File: config.mk
export PLATFORM = sky130hd
export DESIGN_NAME = vadiff_unit
export DESIGN_NICKNAME = d
export VERILOG_FILES = /design/src/rtl/vadiff_pkg.sv /design/src/rtl/vadiff_regfile.sv /design/src/rtl/vadiff_lane.sv /design/src/rtl/vadiff_datapath.sv /design/src/rtl/vadiff_unit.sv
export SDC_FILE = /design/constraint.sdc
export NUM_CORES = 1
export LEC_CHECK = 0
export CAP_MARGIN = 20
export CORE_ASPECT_RATIO = 1.25
export CORE_UTILIZATION = 45
export CTS_BUF_LIST = sky130_fd_sc_hd__clkbuf_8
export DETAILED_ROUTE_END_ITERATION = 16
export MAX_ROUTING_LAYER = met4
export PLACE_DENSITY_LB_ADDON = 0.1
export SKIP_CTS_REPAIR_TIMING = 1
export SLEW_MARGIN = 20
export SYNTH_ARGS = -nofsm -noshare
export SYNTH_HDL_FRONTEND = slang
export SYNTH_SLANG_ARGS = --single-unit
export TNS_END_PERCENT = 1
File: constraint.sdc
create_clock -name clk -period 2.9 [get_ports clk]
set_input_delay 0.58 -clock clk [delete_from_list [all_inputs] [get_ports clk]]
set_output_delay 0.58 -clock clk [all_outputs]
set_load 0.01 [all_outputs]
File: src/rtl/vadiff_pkg.sv
package vadiff_pkg;

  // Source that owns the register-file write port in a given cycle
  typedef enum logic [1:0] {
    WSRC_NONE = 2'd0,
    WSRC_EXEC = 2'd1,
    WSRC_EXT  = 2'd2
  } wsrc_e;

endpackage

File: src/rtl/vadiff_regfile.sv
module vadiff_regfile #(
  parameter int NUM_REGS = 4,
  parameter int VEC_W    = 32,
  localparam int IDX_W   = $clog2(NUM_REGS)
) (
  input  logic             clk,
  input  logic             rst_n,
  input  logic             we,
  input  logic [IDX_W-1:0] widx,
  input  logic [VEC_W-1:0] wdata,
  input  logic [IDX_W-1:0] ra_idx,
  output logic [VEC_W-1:0] ra_data,
  input  logic [IDX_W-1:0] rb_idx,
  output logic [VEC_W-1:0] rb_data,
  input  logic [IDX_W-1:0] rc_idx,
  output logic [VEC_W-1:0] rc_data
);

  logic [NUM_REGS-1:0][VEC_W-1:0] mem;

  always_ff @(posedge clk or negedge rst_n) begin
    if (!rst_n) begin
      mem <= '0;
    end else if (we) begin
      mem[widx] <= wdata;
    end
  end

  assign ra_data = mem[ra_idx];
  assign rb_data = mem[rb_idx];
  assign rc_data = mem[rc_idx];


  wb_land_chk: assert property (@(posedge clk) disable iff (!rst_n)
    we |=> mem[$past(widx)] == $past(wdata));


  idle_hold_chk: assert property (@(posedge clk) disable iff (!rst_n)
    !we |=> $stable(mem));

endmodule

File: src/rtl/vadiff_lane.sv
module vadiff_lane #(
  parameter int LANE_W = 8
) (
  input  logic [LANE_W-1:0] minuend,
  input  logic [LANE_W-1:0] subtrahend,
  output logic [LANE_W-1:0] mag
);

  // Exact |x - y| using one extra bit for the sign of the difference
  function automatic logic [LANE_W-1:0] abs_gap(input logic [LANE_W-1:0] x,
                                                input logic [LANE_W-1:0] y);
    logic [LANE_W:0] wide;
    logic [LANE_W:0] neg;
    wide = {1'b0, x} - {1'b0, y};
    neg  = -wide;
    return wide[LANE_W] ? neg[LANE_W-1:0] : wide[LANE_W-1:0];
  endfunction

  assign mag = abs_gap(minuend, subtrahend);

endmodule

File: src/rtl/vadiff_datapath.sv
module vadiff_datapath #(
  parameter int LANES  = 4,
  parameter int LANE_W = 8,
  localparam int VEC_W = LANES * LANE_W
) (
  input  logic [VEC_W-1:0] vec_t,
  input  logic [VEC_W-1:0] vec_r,
  output logic [VEC_W-1:0] vec_out
);

  for (genvar k = 0; k < LANES; k++) begin : g_lane
    vadiff_lane #(.LANE_W(LANE_W)) i_lane (
      .minuend    (vec_r[k*LANE_W +: LANE_W]),
      .subtrahend (vec_t[k*LANE_W +: LANE_W]),
      .mag        (vec_out[k*LANE_W +: LANE_W])
    );
  end

endmodule

File: src/rtl/vadiff_unit.sv
module vadiff_unit #(
  parameter int NUM_REGS = 4,
  parameter int LANES    = 4,
  parameter int LANE_W   = 8,
  localparam int IDX_W   = $clog2(NUM_REGS),
  localparam int VEC_W   = LANES * LANE_W
) (
  input  logic             clk,
  input  logic             rst_n,
  input  logic             op_valid,
  input  logic [IDX_W-1:0] op_t,
  input  logic [IDX_W-1:0] op_r,
  input  logic             wr_en,
  input  logic [IDX_W-1:0] wr_idx,
  input  logic [VEC_W-1:0] wr_data,
  input  logic [IDX_W-1:0] rd_idx,
  output logic [VEC_W-1:0] rd_data
);

  import vadiff_pkg::*;

  logic [VEC_W-1:0] src_t;
  logic [VEC_W-1:0] src_r;
  logic [VEC_W-1:0] result;

  // Named events for the write-port arbitration
  logic  exec_fire;
  logic  ext_fire;
  wsrc_e wsrc;

  logic             wf_en;
  logic [IDX_W-1:0] wf_idx;
  logic [VEC_W-1:0] wf_data;

  assign exec_fire = op_valid;
  assign ext_fire  = wr_en && !op_valid;

  always_comb begin
    if (exec_fire)     wsrc = WSRC_EXEC;
    else if (ext_fire) wsrc = WSRC_EXT;
    else               wsrc = WSRC_NONE;
  end

  always_comb begin
    wf_en   = 1'b0;
    wf_idx  = '0;
    wf_data = '0;
    case (wsrc)
      WSRC_EXEC: begin
        wf_en   = 1'b1;
        wf_idx  = op_t;
        wf_data = result;
      end
      WSRC_EXT: begin
        wf_en   = 1'b1;
        wf_idx  = wr_idx;
        wf_data = wr_data;
      end
      default: ;
    endcase
  end

  vadiff_regfile #(.NUM_REGS(NUM_REGS), .VEC_W(VEC_W)) i_regfile (
    .clk     (clk),
    .rst_n   (rst_n),
    .we      (wf_en),
    .widx    (wf_idx),
    .wdata   (wf_data),
    .ra_idx  (op_t),
    .ra_data (src_t),
    .rb_idx  (op_r),
    .rb_data (src_r),
    .rc_idx  (rd_idx),
    .rc_data (rd_data)
  );

  vadiff_datapath #(.LANES(LANES), .LANE_W(LANE_W)) i_datapath (
    .vec_t   (src_t),
    .vec_r   (src_r),
    .vec_out (result)
  );


  same_reg_zero_chk: assert property (@(posedge clk) disable iff (!rst_n)
    (op_valid && op_t == op_r) |-> result == '0);


  ext_drop_chk: assert property (@(posedge clk) disable iff (!rst_n)
    (op_valid && wr_en) |-> (wf_idx == op_t && wf_data == result));

  for (genvar k = 0; k < LANES; k++) begin : g_bound

    lane_bound_chk: assert property (@(posedge clk) disable iff (!rst_n)
      op_valid |-> (result[k*LANE_W +: LANE_W] <= src_r[k*LANE_W +: LANE_W] ||
                    result[k*LANE_W +: LANE_W] <= src_t[k*LANE_W +: LANE_W]));
  end

endmodule

-- After elaboration in Yosys (flattened, before gate mapping)
Cells that the tools add are included.
- add/sub/neg operators: 8
- order comparisons: 5
- equal/unequal tests: 2
- mux-type cells: 18
- reductions and logical operators: 4
- operators with widths (operator ; count):
    32-bit binary-select mux with 2-bit select ; 3
    128-bit bitwise mux ; 1
    32-bit two-way mux ; 4
    32-bit demux with 2-bit select ; 1
    32-bit one-hot mux with 2 select lines ; 1
    8-bit by 8-bit subtractor with 9-bit output ; 4
    8-bit two-way mux ; 4
    8-bit negator ; 4
    2-bit by 3-bit less-than comparator with 1-bit output (second input constant) ; 4
    2-bit two-way mux ; 2
    2-bit one-hot mux with 2 select lines ; 1
    2-bit by 1-bit == test with 1-bit output (second input constant) ; 1
    2-bit == test (second input constant) ; 1
    2-bit by 1-bit >= comparator with 1-bit output (second input constant) ; 1
    1-bit logical AND ; 2
    2-bit OR reduction ; 1
    1-bit zero test ; 1
    1-bit two-way mux ; 1
- bits in registers: 128
- bits of input ports: 44
- output and inout port bits: 32
- word-level logic and storage cells: 41

-- Depth between registers and ports, before layout
- word-level depth: 11
- mapped depth: 14
- mapped depth without buffers: 12

-- Hierarchy
Synthesis repeated with hierarchy kept, for this count alone.
- cells, all modules: 701
- area, all modules: 9288.9 um^2
- by module, submodules not included (module ; instances ; cells an instance ; area an instance (um^2)):
    vadiff_regfile ; 1 ; 389 ; 7003.0
    vadiff_lane ; 4 ; 67 ; 474.2
    vadiff_unit ; 1 ; 44 ; 389.1

-- Worst setup path before layout
No wires, ideal clock.
- path type: input to register
- start: in op_r[0]
- end: reg i_regfile.mem[26] (netlist bit)
- library setup time: 0.104 ns
- arrival time: 3.858 ns
- path slack: -1.062 ns
- cell stages on the path: 11
- path through: clkbuf_1 -> buf_1 -> mux4_2 -> ha_1 -> nor2b_1 -> o31ai_4 -> a21oi_2 -> o21ai_2 -> and2_1 -> mux2_2 -> a221oi_1
- cells in the longest elaborated chain, start to end: 7
- ends and longest elaborated chain (element ; line ; RTL):
    start: declaration ; vadiff_unit.sv:12 ; input logic [IDX_W-1:0] op_r,
    32-bit binary-select mux with 2-bit select (*) ; vadiff_regfile.sv:30 ; assign rb_data = mem[rb_idx];
    32-bit two-way mux (not written as such) (*) ; vadiff_regfile.sv:30 ;
    8-bit by 8-bit subtractor with 9-bit output (*) ; vadiff_lane.sv:14 ; wide = {1'b0, x} - {1'b0, y};
    8-bit negator ; vadiff_lane.sv:15 ; neg = -wide;
    8-bit two-way mux (*) ; vadiff_lane.sv:16 ; return wide[LANE_W] ? neg[LANE_W-1:0] : wide[LANE_W-1:0];
    32-bit one-hot mux with 2 select lines (*) ; vadiff_unit.sv:48 ; case (wsrc)
    128-bit bitwise mux (*) ; vadiff_regfile.sv:25 ; mem[widx] <= wdata;
    end signal: indexed assignment ; vadiff_regfile.sv:25 ;
    end: declaration ; vadiff_regfile.sv:19 ; logic [NUM_REGS-1:0][VEC_W-1:0] mem;
Every way passes the cells marked *; elsewhere a longest branch is shown, timed or not. The select of a mux whose other input is x is not followed.
A chain may end at the register's enable or synchronous reset.

-- Worst setup path in the final report
- start: in op_r[0]
- end: reg i_regfile.mem[70] (netlist bit)
Same word-level chain as after synthesis.

==> results.py <==
metrics = {
    "run_status": {
        "status": "finished, violations left",
        "violations": "setup timing",
    },
    "timing": {
        "setup_slack_ns": -0.265,
        "hold_viol_final": 0,
        "setup_viol": 84,
        "max_freq_mhz": 316,
        "rsz0062_at_grt": "yes",
        "fin_crit_sh_pct": 109,
        "setup-tns-final_ns": -10.76,
        "drv_slew": 0,
        "maxSlewHeadroom_pct": 65.9,
        "worst_pin_slew_ns": 0.510,
        "clock_skew_ns": 0.0138,
        "fin_crit_ns": 3.16,
    },
    "routing": {
        "wl_per_cell_um": 20.5,
        "wirelength_met1_um": 12800,
        "firstDrtPassIters": 5,
        "wl_met3_um": 1720,
        "drcViolationCount": 0,
        "ant_nets": 0,
        "wl_met2_um": 15800,
        "first_iter_violations": 619,
        "via_count": 9164,
        "wl_um": 31100,
        "vias_per_cell": 6.04,
        "dr.max_layer_used": "met4",
    },
    "critical_path": {
        "worstSetupStartpointType": "input pin",
        "crit_required_ns": 3.27,
        "regToRegStartpoint": "i_regfile.mem[16]",
        "r2r-end": "i_regfile.mem[119]",
        "crit_fanout": 7,
        "critPathCaptureType": "flip-flop",
        "worstRegToRegCells": 12,
        "critPathKind": "input pin to flip-flop",
        "r2r_slack_ns": -0.17,
        "worstPathArrival_ns": 3.54,
    },
    "placed_design": {
        "portBuffers": 75,
        "dpl_worst_slack_ns": -0.806,
        "dpl.hpwl_um": 22500,
        "gp_congestion": 0.896,
        "placed_area_um2": 12700,
    },
    "power_and_ir_drop": {
        "vdd_ir_drop_max_v": 0.000893,
        "power_leakage_nw": 5.65,
        "p_per_area_nw_per_um2": 1510,
        "power.total_mw": 20.6,
    },
    "floorplanning": {
        "die_area_um2": 22500,
        "dieHeight_um": 168,
        "num_rows": 60,
        "die_w_um": 134,
        "start_util_pct": 45.8,
        "ioPinCount": 76,
        "core_area_um2": 21500,
    },
    "final_layout": {
        "largest_register": "i_regfile.mem",
        "diodes": 0,
        "largest_register_ffs": 128,
        "num-fill-cells": 1751,
        "nets": 1311,
        "layout-drive-gt1-share_pct": 40.5,
        "synthToLayoutAreaGrowth_pct": 38.0,
        "stdcell_area_um2": 13600,
        "reg_top3": "i_regfile.mem (128)",
        "finish.utilization_pct": 63.2,
    },
    "synthesis": {
        "ys_seq_area_share_pct": 32.5,
        "syn_inst": 955,
        "synthTopCellsByArea": "dfrtp_1, mux4_2, nor2_1",
        "synth_edf_count": 0,
        "yosysTopAreaCell": "dfrtp_1",
        "synth_area_um2": 9860,
        "ys_ff_latch": 128,
        "synth_ff_type": "dfrtp_1",
        "synth_top_cell_area_share_pct": 32.5,
        "synth.distinct_cells": 74,
        "post-synth-top-count-cell": "nor2_1",
        "synthArstFlopShare_pct": 100,
        "synth.avg_cell_area_um2": 10.3,
        "netlist_top_cells_count": "nor2_1, dfrtp_1, mux4_2, a21oi_1",
        "yosysWarnings": 0,
        "syn-num-nets": 1039,
    },
    "clock_network": {
        "clk_latency_ns": 0.46,
        "cts.path.max_buffers": 2,
        "cts_max_level": 4,
        "clkTransAtPathRegs_ns": 0.08,
        "clock-sinks": 128,
        "tritoncts": "built",
        "cts_buffers": 17,
        "clockRootBuffer": "clkbuf_8",
    },
    "grt": {
        "overflow": 0,
        "grt_max_degree": 64,
        "grt_pass1_vias": 9274,
        "grt_usage_pct": 29.9,
        "grt_pass1_wl_um": 49400,
        "grt_antenna_before_repair": 0,
    },
    "hold_path": {
        "min_path_type": "input pin to asynchronous set/reset pin",
    },
    "job": {
        "max_cap_viol_count": 0,
    },
}
==> worst max-delay path, cell delays in order <==
cell and delay (ns):
buf_2 0.10, buf_12 0.14, buf_12 0.11, buf_12 0.10
mux4_2 0.57, fa_2 0.45, a211oi_4 0.25, nor2_1 0.10
xnor2_1 0.28, and2_4 0.21, a41oi_1 0.14, xor2_1 0.20
buf_4 0.16, o21ai_1 0.14
==> metal layers <==
layer,track usage (%),vias up
met5,-,-
met2,49.4,334
met4,9.92,0
met3,4.66,68
li1,-,4171
met1,37.4,4591
==> cells by family after synthesis <==
family / after synthesis / share of synthesized area [%]
muxes: 123 / 25.0
buffers and inverters: 105 / 4.43
and+or+nand+nor: 295 / 13.5
DFF: 128 / 32.5
xor gates and xnor gates: 26 / 2.39
AOI/OAI and AO/OA: 238 / 16.9
adders and majority gates: 40 / 5.38
==> cells in the final DEF (no fill, tap or decap), types with 30 or more instances in the layout <==
cell and count:
a21oi_1 59, a31oi_1 30, buf_4 215, clkdlybuf4s50_1 68
dfrtp_1 128, inv_1 41, mux4_2 96, nand2_1 39
nand3_1 43, nor2_1 144
==> how the worst max path moves through the flow <==
stage | start | to | slack [ns] | cells after the start
floorplan | op_r[0] | i_regfile.mem[39] | -0.46 | 14
global placement | op_r[0] | i_regfile.mem[70] | -0.76 | 13
detailed placement | op_r[0] | i_regfile.mem[46] | -0.81 | 16
CTS | i_regfile.mem[104] | i_regfile.mem[46] | -0.33 | 14
global route | op_r[0] | i_regfile.mem[39] | -0.44 | 13
finish | op_r[0] | i_regfile.mem[70] | -0.26 | 14
==> through the flow <==
step | instances | hold slack [ns]
2_1_floorplan | 955 | 0.284
3_3_place_gp | 1481 | 0.520
3_5_place_dp | 1481 | 0.534
4_1_cts | 1512 | 0.0685
5_1_grt | 1518 | 0.0973
6_report | 1518 | 0.0878
==> report_power, final <==
part / internal, mW / switching, mW / total, mW
logic: 8.22 / 7.37 / 15.6
clock network: 0.854 / 0.757 / 1.61
registers: 2.64 / 0.744 / 3.38
total: 11.7 / 8.87 / 20.6
==> area by class of cell <==
class | instances | area [um^2] | area share (%)
Sequential cell | 128 | 3200 | 23.5
Inverter | 46 | 173 | 1.27
Timing Repair Buffer | 312 | 2740 | 20.1
Clock inverter | 13 | 148 | 1.08
Multi-Input combinational cell | 722 | 6750 | 49.6
Clock buffer | 18 | 248 | 1.82
Tap cell | 279 | 349 | 2.56
Note: power is estimated with default switching activity, not from simulation.
